**config.mk**
```make
export PLATFORM = sky130hd
export DESIGN_NAME = fbs_scaler
export DESIGN_NICKNAME = d
export VERILOG_FILES = /design/src/rtl/fbs_pkg.sv /design/src/rtl/fbs_nearovf.sv /design/src/rtl/fbs_ashr.sv /design/src/rtl/fbs_sweep_addr.sv /design/src/rtl/fbs_scaler.sv
export SDC_FILE = /design/constraint.sdc
export NUM_CORES = 1
export LEC_CHECK = 0
export BUFFER_PORTS_ARGS = -buffer_cell sky130_fd_sc_hd__buf_2
export CORE_ASPECT_RATIO = 0.75
export CORE_UTILIZATION = 25
export CTS_CLUSTER_DIAMETER = 120
export DETAILED_ROUTE_END_ITERATION = 8
export SYNTH_ARGS = -nofsm -noshare
export SYNTH_HDL_FRONTEND = slang
export SYNTH_SLANG_ARGS = --single-unit
```
**constraint.sdc**
```tcl
create_clock -name clk -period 1.8 [get_ports clk]
set_input_delay 0.09 -clock clk [delete_from_list [all_inputs] [get_ports clk]]
set_output_delay 0.09 -clock clk [all_outputs]
set_load 0.03 [all_outputs]
```
**src/rtl/fbs_pkg.sv**
```systemverilog
package fbs_pkg;
    typedef enum logic [1:0] {
        ST_READY = 2'd0,
        ST_PASS  = 2'd1,
        ST_SWEEP = 2'd2,
        ST_FIN   = 2'd3
    } fbs_state_e;
endpackage

```
**src/rtl/fbs_nearovf.sv**
```systemverilog
module fbs_nearovf #(
    parameter int DATA_W = 16
) (
    input  logic [DATA_W-1:0] word,
    output logic              near
);
    // top two bits disagree: one more doubling would overflow
    always_comb begin
        near = word[DATA_W-1] ^ word[DATA_W-2];
    end
endmodule

```
**src/rtl/fbs_ashr.sv**
```systemverilog
module fbs_ashr #(
    parameter int DATA_W = 16,
    parameter int SHIFT  = 1
) (
    input  logic [DATA_W-1:0] din,
    output logic [DATA_W-1:0] dout
);
    generate
        if (SHIFT == 0) begin : g_pass
            always_comb dout = din;
        end else begin : g_shift
            always_comb dout = {{SHIFT{din[DATA_W-1]}}, din[DATA_W-1:SHIFT]};
        end
    endgenerate
endmodule

```
**src/rtl/fbs_sweep_addr.sv**
```systemverilog
module fbs_sweep_addr #(
    parameter int AW = 5
) (
    input  logic          clk,
    input  logic          rst_n,
    input  logic          clr,
    input  logic          en,
    output logic [AW-1:0] addr,
    output logic          last
);
    typedef struct packed {
        logic [AW-1:0] addr;
    } sa_reg_t;

    sa_reg_t r_q, r_d;

    always_comb begin
        r_d = r_q;
        if (clr) begin
            r_d.addr = '0;
        end else if (en) begin
            r_d.addr = r_q.addr + AW'(1);
        end
    end

    always_ff @(posedge clk or negedge rst_n) begin
        if (!rst_n) begin
            r_q <= '0;
        end else begin
            r_q <= r_d;
        end
    end

    assign addr = r_q.addr;
    assign last = (r_q.addr == {AW{1'b1}});

    AST_ADDR_ASCEND: assert property (@(posedge clk) disable iff (!rst_n)
        (en && !clr && !last) |=> (addr == $past(addr) + AW'(1)));
    AST_ADDR_WRAP: assert property (@(posedge clk) disable iff (!rst_n)
        (en && last) |=> (addr == '0));
endmodule

```
**src/rtl/fbs_scaler.sv**
```systemverilog
module fbs_scaler
    import fbs_pkg::*;
#(
    parameter int DATA_W   = 16,
    parameter int LOG2_LEN = 5,
    parameter int CNT_W    = $clog2(LOG2_LEN + 1)
) (
    input  logic                clk,
    input  logic                rst_n,
    input  logic                frame_start,
    input  logic                pass_start,
    input  logic                pass_done,
    input  logic                bf_wr_en,
    input  logic [DATA_W-1:0]   bf_wr_data,
    input  logic [DATA_W-1:0]   mem_rdata,
    output logic                pass_ready,
    output logic [CNT_W-1:0]    pass_idx,
    output logic                busy,
    output logic                sticky,
    output logic [CNT_W-1:0]    block_exp,
    output logic                frame_done,
    output logic                mem_en,
    output logic                mem_we,
    output logic [LOG2_LEN-1:0] mem_addr,
    output logic [DATA_W-1:0]   mem_wdata
);
    localparam logic [CNT_W-1:0] LAST_PASS = CNT_W'(LOG2_LEN - 1);

    typedef struct packed {
        fbs_state_e       state;
        logic [CNT_W-1:0] pass_cnt;
        logic [CNT_W-1:0] exp;
        logic             sticky;
    } ctl_reg_t;

    ctl_reg_t r_q, r_d;

    logic                near_w;
    logic                hit_w;
    logic                addr_last_w;
    logic [LOG2_LEN-1:0] addr_w;
    logic                in_sweep_w;

    fbs_nearovf #(.DATA_W(DATA_W)) u_near (
        .word (bf_wr_data),
        .near (near_w)
    );

    fbs_ashr #(.DATA_W(DATA_W), .SHIFT(1)) u_shift (
        .din  (mem_rdata),
        .dout (mem_wdata)
    );

    assign in_sweep_w = (r_q.state == ST_SWEEP);

    fbs_sweep_addr #(.AW(LOG2_LEN)) u_addr (
        .clk   (clk),
        .rst_n (rst_n),
        .clr   (frame_start || !in_sweep_w),
        .en    (in_sweep_w),
        .addr  (addr_w),
        .last  (addr_last_w)
    );

    assign hit_w = (r_q.state == ST_PASS) && bf_wr_en && near_w;

    always_comb begin
        r_d = r_q;
        unique case (r_q.state)
            ST_READY: begin
                if (pass_start) begin
                    r_d.state  = ST_PASS;
                    r_d.sticky = 1'b0;
                end
            end
            ST_PASS: begin
                if (hit_w) begin
                    r_d.sticky = 1'b1;
                end
                if (pass_done) begin
                    r_d.pass_cnt = r_q.pass_cnt + CNT_W'(1);
                    if (r_q.pass_cnt == LAST_PASS) begin
                        r_d.state = ST_FIN;
                    end else if (r_q.sticky || hit_w) begin
                        r_d.state = ST_SWEEP;
                        r_d.exp   = r_q.exp + CNT_W'(1);
                    end else begin
                        r_d.state = ST_READY;
                    end
                end
            end
            ST_SWEEP: begin
                if (addr_last_w) begin
                    r_d.state = ST_READY;
                end
            end
            default: begin
            end
        endcase
        if (frame_start) begin
            r_d.state    = ST_READY;
            r_d.pass_cnt = '0;
            r_d.exp      = '0;
            r_d.sticky   = 1'b0;
        end
    end

    always_ff @(posedge clk or negedge rst_n) begin
        if (!rst_n) begin
            r_q <= '{state: ST_READY, pass_cnt: '0, exp: '0, sticky: 1'b0};
        end else begin
            r_q <= r_d;
        end
    end

    assign pass_ready = (r_q.state == ST_READY);
    assign busy       = in_sweep_w;
    assign frame_done = (r_q.state == ST_FIN);
    assign sticky     = r_q.sticky;
    assign block_exp  = r_q.exp;
    assign pass_idx   = r_q.pass_cnt;
    assign mem_en     = in_sweep_w;
    assign mem_we     = in_sweep_w;
    assign mem_addr   = addr_w;

    AST_NEAR_SETS: assert property (@(posedge clk) disable iff (!rst_n)
        (!pass_ready && !busy && !frame_done && bf_wr_en && !frame_start
         && (bf_wr_data[DATA_W-1] != bf_wr_data[DATA_W-2])) |=> sticky);
    AST_START_CLEARS: assert property (@(posedge clk) disable iff (!rst_n)
        (pass_ready && pass_start) |=> !sticky);
    AST_READY_NOT_BUSY: assert property (@(posedge clk) disable iff (!rst_n)
        !(pass_ready && busy));
    AST_SWEEP_EXIT: assert property (@(posedge clk) disable iff (!rst_n)
        (busy && !frame_start) |=> (busy || pass_ready));
    AST_EXP_STEP: assert property (@(posedge clk) disable iff (!rst_n)
        !frame_start |=> (block_exp == $past(block_exp)
                          || block_exp == $past(block_exp) + CNT_W'(1)));
    AST_FIN_HOLDS: assert property (@(posedge clk) disable iff (!rst_n)
        (frame_done && !frame_start) |=> (frame_done && !busy));
    AST_FRAME_CLEAR: assert property (@(posedge clk) disable iff (!rst_n)
        frame_start |=> (pass_ready && block_exp == '0 && pass_idx == '0));
endmodule

```
After elaboration in Yosys (flattened, before gate mapping)
Cells that the tools add are included.
- flip-flop bits (word level): 14
- bits of input ports: 38
- output and inout bits: 33
- word-level logic and storage cells: 50
- add/subtract/negate cells: 3
- equality and inequality tests: 10
- multiplexer cells: 15
- bitwise operators: 1
- reduce and logical (&&, ||, !) cells: 16
- operators with widths (cell ; count):
    $ne 3x3->1 const B ; 4
    $mux 5 ; 2
    $mux 9 ; 1
    $mux 2 ; 4
    $mux 8 ; 1
    $reduce_and 4->1 ; 2
    $reduce_bool 2->1 ; 4
    $add 3x1->3 const B ; 2
    $mux 3 ; 2
    $mux 6 ; 1
    $pmux 2 s3 ; 1
    $add 5x1->5 const B ; 1
    $eq 5x5->1 const B ; 1
    $eq 2x2->1 const B ; 2
    $reduce_bool 4->1 ; 1
    $eq 3x3->1 const B ; 1
    $reduce_and 3->1 ; 1
    $reduce_bool 3->1 ; 1
    $eq 2x1->1 const B ; 1
    $logic_and 1x1->1 ; 2
    $logic_not 2->1 ; 1
    $logic_or 1x1->1 ; 2
    $mux 1 ; 2
    $ne 2x2->1 const B ; 1
    other kinds (4) ; 4

Longest topological paths before layout
Gate-level depths: netlist (run 1).
- depth after elaboration: 9
- depth in mapped cells: 7
- depth with buffers taken out: 7

Hierarchy
Synthesis (run 1) repeated with hierarchy kept, for this count alone.
- cells, all modules: 111
- area, all modules: 1076.0 µm²
- modules (own cells, without submodules) (module ; times used ; cells each ; area an instance (µm²) ; seq. area each (µm²)):
    fbs_scaler ; 1 ; 72 ; 670.6 ; 225.2
    fbs_sweep_addr ; 1 ; 22 ; 276.5 ; 125.1
    fbs_ashr ; 1 ; 16 ; 120.1 ; 0.0
    fbs_nearovf ; 1 ; 1 ; 8.8 ; 0.0

Worst setup path after synthesis (run 1)
Ideal clock, no wire load.
- path type: register -> register
- from: register u_addr.r_q, in the netlist u_addr.addr[0]
- to: register r_q[7] in the netlist's numbering
- library setup time: 0.094 ns
- arrival: 1.677 ns
- data required time: 1.706 ns
- slack: 0.029 ns
- cell stages (with the launch flop): 8
- path buffers: 0
- clock period less this slack: 1.771 ns
- cells stage by stage: dfrtp_1 > ha_1 > and3_1 > ha_1 > inv_1 > a222oi_1 > nor2_1 > a211oi_1
- longest elaborated chain between the ends: 3
- ends and longest elaborated chain (what ; line ; text):
    from (decl) ; fbs_sweep_addr.sv:15 ; sa_reg_t r_q, r_d;
    from (signal assigned) ; fbs_sweep_addr.sv:30 ; r_q <= r_d;
    $eq 5x5->1 ; fbs_sweep_addr.sv:35 ; assign last = (r_q.addr == {AW{1'b1}});
    $ne 3x3->1 (no source line) ; n/a ;
    $reduce_and 4->1 (no source line) ; n/a ;
    to (signal assigned) ; fbs_scaler.sv:110 ; r_q <= '{state: ST_READY, pass_cnt: '0, exp: '0, sticky: 1'b0};
    to (signal assigned) ; fbs_scaler.sv:112 ; r_q <= r_d;
    to (decl) ; fbs_scaler.sv:36 ; ctl_reg_t r_q, r_d;
Every way passes these cells.
A chain may end at the register's enable or synchronous reset.

Worst setup path after layout (run 1)
- from: register r_q[8] in the netlist's numbering
- to: register r_q, in the netlist block_exp[2]
- longest elaborated chain between the ends: 6
- elaborated cells on any way between the ends: 7
- those cells by class: eq/ne: 1; reduce/logical: 6
- ends and longest elaborated chain (what ; line ; text):
    $eq 2x1->1 * ; fbs_scaler.sv:65, fbs_scaler.sv:69 ;
    $logic_and 1x1->1 (2 in series) ; fbs_scaler.sv:65 ; assign hit_w = (r_q.state == ST_PASS) && bf_wr_en && near_w;
    $logic_or 1x1->1 ; fbs_scaler.sv:84 ; end else if (r_q.sticky || hit_w) begin
    $reduce_bool 2->1 (no source line) ; n/a ;
    $reduce_and 4->1 (no source line) * ; n/a ;
Mark *: on every way between the ends. The rest lies on a longest branch, timed or not.

==> results of run 1 <==
-- cell families (layout without fill, tap and decap cells) --
| logic type | after synthesis | after routing | synth area share |
|---|---|---|---|
| AOI/OAI and AO/OA | 12 | 12 | 0.08016 |
| xor gates and xnor gates | 5 | 5 | 0.04454 |
| adders and majority gates | 9 | 9 | 0.1145 |
| buffers and inverters | 33 | 40 | 0.2176 |
| DFF | 14 | 14 | 0.3562 |
| muxes | 2 | 2 | 0.02163 |
| and+or+nand+nor | 30 | 30 | 0.1654 |
-- worst max-delay path by stage --
stage / to / cells past startpoint
floorplan: r_q[7]$_DFFE_PN0P_ / 7
global placement: r_q[7]$_DFFE_PN0P_ / 7
detailed placement: r_q[7]$_DFFE_PN0P_ / 7
CTS: r_q[7]$_DFFE_PN0P_ / 7
global route: r_q[8]$_DFFE_PN0P_ / 8
finish: block_exp[2]$_DFFE_PN0P_ / 6
-- cell usage after synthesis (all sizes together), types with 2 or more instances --
| library cell | instances | area, µm² |
|---|---|---|
| buf | 24 | 180.2 |
| dfrtp | 14 | 350.3 |
| nor2 | 10 | 37.54 |
| ha | 9 | 112.6 |
| inv | 8 | 30.03 |
| nand2 | 6 | 22.52 |
| a21oi | 4 | 20.02 |
| nand2b | 4 | 32.53 |
| a31oi | 3 | 18.77 |
| xor2 | 3 | 26.28 |
| nand3 | 2 | 10.01 |
| xnor2 | 2 | 17.52 |
-- per-stage QoR --
step / setup WS (ps) / util / hold slack, ps
4_1_cts: 119.5 / 0.2874 / 160.6
2_1_floorplan: 29.33 / - / -205.6
6_report: 132.6 / 0.2982 / 180.0
5_1_grt: -51.30 / 0.2982 / 180.0
3_5_place_dp: 132.3 / 0.2736 / 10.24
3_3_place_gp: 178.5 / 0.2736 / -4.547
-- area by class of cell --
class / instances / area, µm²
Fill cell: 403 / 2603
Timing Repair Buffer: 29 / 160.2
Tap cell: 52 / 65.06
Inverter: 8 / 30.03
Clock buffer: 3 / 41.29
Sequential cell: 14 / 350.3
Multi-Input combinational cell: 58 / 459.2
-- worst max-delay path, stage by stage, from the launching register on --
cell,delay (ps)
dfrtp_1,400
inv_1,170
ha_1,250
and2_2,210
nand3_1,100
or3_1,320
a21oi_1,140
-- cells in the final DEF, fill, tap and decap left out, drive strengths merged, types with 4 or more instances in the layout --
cell type | synthesis | final
a21oi | 4 | 4
buf | 24 | 28
dfrtp | 14 | 14
ha | 9 | 9
inv | 8 | 8
nand2 | 6 | 6
nand2b | 4 | 4
nor2 | 10 | 10
-- timing repair --
item	in CTS	in global routing
hold buffers	1	0
endpoints found under the hold margin	14	0
endpoints found under the setup margin	0	1
gates resized for setup	0	7
-- per-layer routing --
layer / routed length, µm / GRT usage / vias to the layer above
met1: 931 / 0.1395 / 324
met2: 889 / 0.1390 / 29
met4: 4 / 0.02426 / 0
li1: - / - / 340
met3: 145 / 0.03770 / 2
met5: 0 / 0 / -
-- sequential cells by signal, summed over array words and instances, names as in the netlist --
signal	flops
r_q	2
sticky	1
pass_idx	3
u_addr.addr	5
block_exp	3
-- power groups by stage --
stage | clock network, mW | logic, mW | registers [mW]
floorplan | 0 | 0.172 | 0.339
global placement | 0 | 0.155 | 0.337
detailed placement | 0 | 0.161 | 0.338
CTS | 0.269 | 0.162 | 0.332
global route | 0.284 | 0.193 | 0.333
finish | 0.260 | 0.174 | 0.332
==> metrics.md, run 1 <==
| Metric | Value |
|---|---|
| DR vias/cell | 4.238 |
| Post-DRT Antenna Nets | 0 |
| VDD IR-drop max | 0.0003577 V |
| Crit path required time | 1980 ps |
| Worst slew pin tran | 385.7 ps |
| Largest net degree at the start of global routing | 15 |
| IO Pins | 71 |
| Die area | 4191 µm² |
| Clock Latency Late Sink | 250 ps |
| Final period util | 0.9263 |
| Period minus WS final | 1667 ps |
| Slew headroom | 0.7429 |
| Number of global-route vias before repair | 641 |
| Crit Path Max Fanout | 4 |
| Yosys reg bits | 14 |
| Core Rows | 19 |
| RSZ-0062 raised after global routing | true |
| Internal power | 0.5470 mW |
| Placer Congestion | 0.8143 |
| CORE AREA | 3709 µm² |
| Detailed placement HPWL | 1464 µm |
| DRC errors left | 0 |
| Worst Hold Depth | 0 |
| Critical path launch point type | flop |
| First-pass GRT wire length | 3084 µm |
| Distinct cells, synth | 29 |
| CTS tree | done |
| Max Cap Viol | 0 |
| Area post-placement | 1015 µm² |
| Cell leakage power | 0.5364 nW |
| Port Buf Inserts | 24 |
| CP endpoint kind | flop |
| Share of flip-flops with an asynchronous set or reset | 1.000 |
| Psw | 0.2184 mW |
| Syn Inst Count | 105 |
| Switching share of power | 0.2854 |
| Post-synthesis sequential area ratio | 0.3562 |
| Endpoints failing hold | 0 |
| Initial antenna violation count | 0 |
| R2r worst-path depth | 6 |
| Synthesis Warnings | 0 |
| Share of cells above drive strength 1 | 0.3661 |
| Arr. time, crit path | 1840 ps |
| Avg Cell Area, Syn | 9.366 µm² |
| Worst R2R Setup Slack | 130 ps |
| Sum Neg Setup Slack | 0 ps |
| Wire per inst | 12.01 µm |
| H-tree depth | 1 |
| Drt initial violations | 19 |
| Grt ovf | 0 |
| Fmax | 0.5997 GHz |
| Final setup viols | 0 |
| Total Power | 0.7654 mW |
| Status | finished, final reports clean |
| Hold Crit Endpoint | mem_wdata[12] |
| CP Launch Point | r_q[8]$_DFFE_PN0P_ |
| Clock power share | 0.340 |
| R2R Path End | block_exp[2]$_DFFE_PN0P_ |
| Detailed Routing Iterations Pass 1 | 4 |
| Cells after DPL | 160 |
| Post-synth top flop | dfrtp_1 |
| Die X | 74.42 µm |
| DR vias | 695 |
| Netlist Area Pre-Place | 983.4 µm² |
| PwrDens | 692.0 nW/µm² |
| Overall routing resource usage | 0.09827 |
| CTS Buffer Depth | 2 |
| WL final | 1970 µm |
| Worst-path clk slew | 60 ps |
| Slew Viols, Final | 0 |
| Worst Hold Class | input pin to output pin |
| Number of diodes | 0 |
| Mapped Nets | 152 |
| Reg power frac | 0.434 |
| Total CTS buffers | 3 |
| Area growth syn-to-layout | 12.47% |
| Postcts setup bufs | 0 |
| Hold Crit Start | mem_rdata[13] |
| Post-synth EDFFs | 0 |
| Post-route cell area | 1106 µm² |
| CTS Root Cell | clkbuf_8 |
| Nets | 161 |
| Combinational group share of total power | 0.227 |
| CTS sink cnt | 14 |
| Die Span Y | 56.32 µm |
| Reg2Reg Launch Point | r_q[8]$_DFFE_PN0P_ |
| Layout Cells excl Fill | 164 |
| Layout Skew | 5.367 ps |
| CP Class | flop to flop |
| Starting density of the core | 0.2652 |
Note: power is estimated with default switching activity, not from simulation.
==> inputs of run 2 (changes only) <==
SYNTH_HIERARCHICAL = 1   (was default)
clock period = 2.1 ns   (was 1.8 ns; I/O delays follow)
==> metrics.md, run 2 <==
| Metric | Value |
|---|---|
| Status | finished, final reports clean |
| Slowest CP cell | ha_1 |
| Grt peak-use layer | met2 |
| Worst slew pin tran | 585.0 ps |
| Worst path max stage delay | 530 ps |
| Worst path cell trace | inv_1 -> ha_1 -> nand2b_1 -> and3_1 -> a211oi_1 |
| H-tree depth | 1 |
| Synth top cells by count | 24 x buf_4, 14 x dfrtp_1, 9 x ha_1 |
| Top post-synthesis cells by area | dfrtp_1 33%, buf_4 17%, ha_1 10% |
| DR vias | 745 |
| Core Rows | 20 |
| Fin Hold WS | 170.2 ps |
| Sum Neg Setup Slack | 0 ps |
| Post-DRT Antenna Nets | 0 |
| Period minus WS final | 1741 ps |
| Slew Viols, Final | 0 |
| Post-synth EDFFs | 0 |
| Post-synthesis sequential area ratio | 0.3256 |
| Port Buf Inserts | 24 |
| Grt ovf | 0 |
| Detailed placement HPWL | 1602 µm |
| Crit Path Max Fanout | 12 |
| Cell leakage power | 0.5628 nW |
| Yosys reg bits | 14 |
| Die Span Y | 58.82 µm |
| Worst setup margin | 359.2 ps |
| GRT met3 Usage | 0.04806 |
| Area post-placement | 1059 µm² |
| Avg Cell Area, Syn | 9.694 µm² |
| Number of global-route vias before repair | 710 |
| Largest net degree at the start of global routing | 15 |
| Die area | 4573 µm² |
| Final setup viols | 0 |
| R2r worst-path depth | 5 |
| Nets | 161 |
| Hold Crit Start | frame_start |
| Layout Skew | 5.093 ps |
| Critical path launch point type | flop |
| DRC errors left | 0 |
| Commonest non-fill, non-tap cell in the layout | buf_2 |
| Total CTS buffers | 3 |
| Top delay family on crit path | adder cells |
| CP Class | flop to flop |
| Placer Congestion | 0.7461 |
| Max Cap Viol | 0 |
| GRT met1 Usage | 0.1207 |
| Worst Hold Class | input pin to flop |
| Syn Inst Count | 111 |
| Fmax | 0.5745 GHz |
| CP endpoint kind | flop |
| Netlist Area Pre-Place | 1076 µm² |
| CTS Buffer Depth | 2 |
| R2R Path End | r_q[7]$_DFFE_PN0P_ |
| Most frequent cell after synthesis | buf_4 |
| CTS sink cnt | 14 |
| Mapped Nets | 158 |
| Number of flip-flops in the largest register | 5 |
| Worst Hold Depth | 2 |
| Clock Latency Late Sink | 250 ps |
| Cts repair resizes | 0 |
| CTS Root Cell | clkbuf_8 |
| Slew headroom | 0.6100 |
| VDD IR-drop max | 0.0002164 V |
| WP buf/inv | 1 |
| Number of diodes | 0 |
| WL final | 2111 µm |
| Synthesis Warnings | 6 |
| Met2 Use GR | 0.1618 |
| Share of flip-flops with an asynchronous set or reset | 1.000 |
| Endpoints failing hold | 0 |
| Hold Crit Endpoint | block_exp[0]$_DFFE_PN0P_ |
| Die X | 77.76 µm |
| CORE AREA | 4079 µm² |
| Distinct cells, synth | 33 |
| DR vias/cell | 4.435 |
| Wire per inst | 12.57 µm |
| Post-synth top flop | dfrtp_1 |
| Crit path required time | 2250 ps |
| Initial antenna violation count | 0 |
| IO Pins | 71 |
| Worst R2R Setup Slack | 360 ps |
| Cell taking the most area after synthesis | dfrtp_1 |
| Detailed Routing Iterations Pass 1 | 4 |
| PwrDens | 607.7 nW/µm² |
| Pre-CTS setup slack | 345.5 ps |
| Most frequent cells in the layout | 24 x buf_2, 14 x dfrtp_1, 9 x ha_1, 8 x nor2_1, 7 x a21oi_1 |
| Overall routing resource usage | 0.09902 |
| First-pass GRT wire length | 3422 µm |
| Drt initial violations | 15 |
| Post-route cell area | 1124 µm² |
| Starting density of the core | 0.2638 |
| Share of cells above drive strength 1 | 0.3097 |
| Crit. path cell count | 5 |
| Top-area cell type share of the netlist area | 0.3256 |
| Final period util | 0.8289 |
| RSZ-0062 raised after global routing | false |
| Reg2Reg Launch Point | r_q[7]$_DFFE_PN0P_ |
| Worst-path clk slew | 70 ps |
| Area growth syn-to-layout | 4.419% |
| Arr. time, crit path | 1890 ps |
| CTS tree | done |
## run 2: changes by cell type in the layout (fill, tap and decap cells not counted), moves of 2 or more
cell | previous run | this run
and3_1 | 0 | 2
nand2b_1 | 3 | 5
a21oi_1 | 4 | 7
ha_4 | 2 | 0
nor2_1 | 10 | 8
inv_1 | 7 | 4
buf_4 | 4 | 0
mux2i_1 | 1 | 3
ha_1 | 6 | 9
o31ai_1 | 0 | 2
## run 2: cell families after synthesis
kind of cell / Yosys count / synth area share
and+or+nand+nor: 32 / 0.1779
buffers and inverters: 31 / 0.2058
AOI/OAI and AO/OA: 15 / 0.09069
DFF: 14 / 0.3256
adders and majority gates: 9 / 0.1047
muxes: 6 / 0.06279
xor gates and xnor gates: 4 / 0.03256
## run 2: power by group
part / total [mW] / switching, mW / internal, mW
Combinational: 0.126 / 0.0781 / 0.0474
Clock: 0.272 / 0.105 / 0.166
Sequential: 0.286 / 0.00848 / 0.277
## run 2: stage by stage
step,power [mW],util,std cells
final,0.6829,0.2755,168
after global routing,0.7260,0.2755,168
after CTS,0.6919,0.2755,168
after detailed placement,0.4161,0.2595,163
after global placement,0.4107,0.2595,163
after floorplan,0.4471,-,111
## run 2: repair_timing
action                                 4_1_cts  5_1_grt
hold buffers                                 1        0
endpoints found under the hold margin       14        0
buffers inserted                             0        0
## run 2: layer usage
layer,up-vias,part of all wire
li1,356,-
met2,26,0.45
met4,0,0.011
met5,-,0
met3,4,0.072
met1,359,0.47
## run 2: worst max path at each step
stage	startpoint	endpoint	slack (ps)
3_3_place_gp	r_q[8]$_DFFE_PN0P_	block_exp[2]$_DFFE_PN0P_	440
4_1_cts	r_q[7]$_DFFE_PN0P_	r_q[7]$_DFFE_PN0P_	330
2_1_floorplan	u_addr/addr[0]$_DFFE_PN0P_	r_q[7]$_DFFE_PN0P_	390
3_5_place_dp	r_q[7]$_DFFE_PN0P_	r_q[7]$_DFFE_PN0P_	350
5_1_grt	r_q[7]$_DFFE_PN0P_	r_q[7]$_DFFE_PN0P_	210
6_report	r_q[7]$_DFFE_PN0P_	r_q[7]$_DFFE_PN0P_	360
## run 2: layout make-up
| type | instances | area (µm²) |
|---|---|---|
| sequential | 14 | 350.3 |
| clock buffer | 4 | 55.05 |
| fill | 434 | 2955 |
| inverter | 4 | 15.01 |
| timing repair buffer | 25 | 130.1 |
| tap | 55 | 68.82 |
| multi-input combinational | 66 | 504.2 |
==> inputs of run 3 (changes only) <==
ABC_AREA = 1   (was default)
clock period = 1.7 ns   (was 2.1 ns; I/O delays follow)
==> metrics.md, run 3 <==
| Metric | Value |
|---|---|
| Status | finished, final reports clean |
| Final setup viols | 0 |
| Area growth syn-to-layout | 6.943% |
| Slowest CP cell | dfrtp_1 |
| Share of flip-flops with an asynchronous set or reset | 1.000 |
| Starting density of the core | 0.2690 |
| Met1 WL | 1172 µm |
| Critical path launch point type | flop |
| Fmax | 0.6541 GHz |
| IO Pins | 71 |
| CTS Root Cell | clkbuf_8 |
| WL final | 2183 µm |
| Drt initial violations | 66 |
| Slew Viols, Final | 0 |
| CP Launch Point | r_q[7]$_DFFE_PN0P_ |
| Yosys reg bits | 14 |
| DR vias/cell | 4.200 |
| Placer Congestion | 0.8117 |
| Post-synth top flop | dfrtp_1 |
| Detailed Routing Iterations Pass 1 | 4 |
| DR vias | 861 |
| Mapped Nets | 191 |
| CTS sink cnt | 14 |
| Crit Path Max Fanout | 7 |
| Layout Skew | 1.788 ps |
| Port Buf Inserts | 24 |
| Syn Inst Count | 144 |
| Die X | 79.20 µm |
| Max Used Layer | met4 |
| Arr. time, crit path | 1440 ps |
| Cts repair resizes | 0 |
| Worst Hold Class | input pin to flop |
| Switching share of power | 0.4262 |
| CTS tree | done |
| Met3 wire length | 148 µm |
| Distinct cells, synth | 21 |
| Number of flip-flops in the largest register | 5 |
| Combinational group share of total power | 0.421 |
| CP endpoint kind | output pin |
| H-tree depth | 1 |
| Die Span Y | 59.90 µm |
| Netlist Area Pre-Place | 1117 µm² |
| Detailed placement HPWL | 1649 µm |
| Reg power frac | 0.332 |
| Internal power | 0.7737 mW |
| Most frequent cell after synthesis | nand2_1 |
| Post-synth EDFFs | 0 |
| Postcts setup bufs | 0 |
| Number of global-route vias before repair | 767 |
| Worst-path clk slew | 60 ps |
| Period minus WS final | 1529 ps |
| CTS Buffer Depth | 2 |
| CORE AREA | 4154 µm² |
| Cell taking the most area after synthesis | dfrtp_1 |
| Core Util, Final | 0.2877 |
| Synth top cells by count | 29 x nand2_1, 24 x buf_4, 16 x inv_1 |
| Initial antenna violation count | 0 |
| Wire per inst | 10.65 µm |
| Clock Latency Late Sink | 250 ps |
| Largest net degree at the start of global routing | 15 |
| Worst path cell trace | inv_1 -> ha_1 -> buf_4 -> buf_2 |
| Hold Crit Start | pass_done |
| Synthesis Warnings | 6 |
| Endpoints failing hold | 0 |
| Post-synthesis sequential area ratio | 0.3135 |
| Max Cap Viol | 0 |
| First-pass GRT wire length | 3512 µm |
| VDD IR-drop max | 0.0004467 V |
| Nets | 198 |
| Cell leakage power | 0.6771 nW |
| Area post-placement | 1130 µm² |
| PwrDens | 1128 nW/µm² |
| Grt ovf | 0 |
| Die area | 4743 µm² |
| Share of cells above drive strength 1 | 0.3000 |
| Worst slew pin tran | 334.1 ps |
| DR WL met2 | 834 µm |
| Post-DRT Antenna Nets | 0 |
| Top post-synthesis cells by area | dfrtp_1 31%, buf_4 16%, ha_1 10% |
| Worst path max stage delay | 410 ps |
| Post-route cell area | 1195 µm² |
| Crit path required time | 1620 ps |
| Total CTS buffers | 3 |
| Core Rows | 20 |
| Clock power share | 0.248 |
| DRC errors left | 0 |
| Final period util | 0.8993 |
| Reg2Reg Launch Point | r_q[8]$_DFFE_PN0P_ |
| Sum Neg Setup Slack | 0 ps |
| Number of diodes | 0 |
| Top-area cell type share of the netlist area | 0.3135 |
| Commonest non-fill, non-tap cell in the layout | nand2_1 |
| Total Power | 1.348 mW |
| Overall routing resource usage | 0.09997 |
| CP Class | flop to output pin |
| Avg Cell Area, Syn | 7.759 µm² |
| Psw | 0.5747 mW |
| Slew headroom | 0.7773 |
| RSZ-0062 raised after global routing | false |
| Most frequent cells in the layout | 29 x nand2_1, 24 x buf_2, 16 x inv_1, 14 x dfrtp_1, 13 x nand3_1 |
==> run 3: path summary, 6_finish.rpt <==
path | to | slack [ps] | cells after the start
worst max-delay path | mem_we | 170 | 4
worst min-delay path | pass_idx[1]$_DFFE_PN0P_ | 110 | 3
worst max register to register | block_exp[1]$_DFFE_PN0P_ | 200 | 7
worst min register to register | u_addr/addr[4]$_DFFE_PN0P_ | 500 | 2
max in group asynchronous | u_addr/addr[4]$_DFFE_PN0P_ | 1190 | 2
min in group asynchronous | block_exp[2]$_DFFE_PN0P_ | 270 | 2
==> run 3: final cells by class <==
class / count / area, µm²
fillers: 468 / 2959
multi-input cells: 86 / 504.2
flip-flops and latches: 14 / 350.3
repair buffers: 27 / 145.1
inverters: 19 / 71.32
well taps: 55 / 68.82
clock buffers: 4 / 55.05
==> run 3: metrics by stage <==
step / setup WS [ps] / hold WS, ps / cells
2_1_floorplan: 40.36 / -210.6 / 144
3_3_place_gp: 220.2 / 4.645 / 200
3_5_place_dp: 228.3 / 8.443 / 200
4_1_cts: 170.0 / 105.5 / 205
5_1_grt: 66.77 / 148.1 / 205
6_report: 171.2 / 109.9 / 205
==> run 3: worst max-delay path: cells and delay by family, from the launching register on <==
family	cells	cell delay [ps]
flip-flops	1	410
buffers and inverters	3	480
adder cells (fa/ha/maj)	1	300
==> run 3: timing repair <==
| action | CTS | global route |
|---|---|---|
| hold buffers | 1 | 0 |
| setup endpoints to repair | 0 | 0 |
| endpoints found under the hold margin | 14 | 0 |
==> run 3: logic make-up (layout without fill, tap and decap cells) <==
logic type / Yosys count / after routing / share of synthesized area
simple gates: 64 / 64 / 0.2777
flops: 14 / 14 / 0.3136
buf+inv: 44 / 50 / 0.2352
fa+ha+maj: 9 / 9 / 0.1008
compound gates: 13 / 13 / 0.07279
==> run 3: power by group through the flow <==
stage | clock (mW) | combinational (mW) | sequential [mW]
final | 0.334 | 0.567 | 0.447
after global routing | 0.360 | 0.634 | 0.456
after CTS | 0.342 | 0.571 | 0.447
after detailed placement | 0 | 0.564 | 0.452
after global placement | 0 | 0.558 | 0.453
after floorplan | 0 | 0.535 | 0.460
==> run 3: per-layer routing <==
| layer | GRT usage | vias up |
|---|---|---|
| li1 | - | 451 |
| met1 | 0.1341 | 372 |
| met2 | 0.1429 | 36 |
| met3 | 0.03817 | 2 |
| met4 | 0.04156 | 0 |
| met5 | 0 | - |
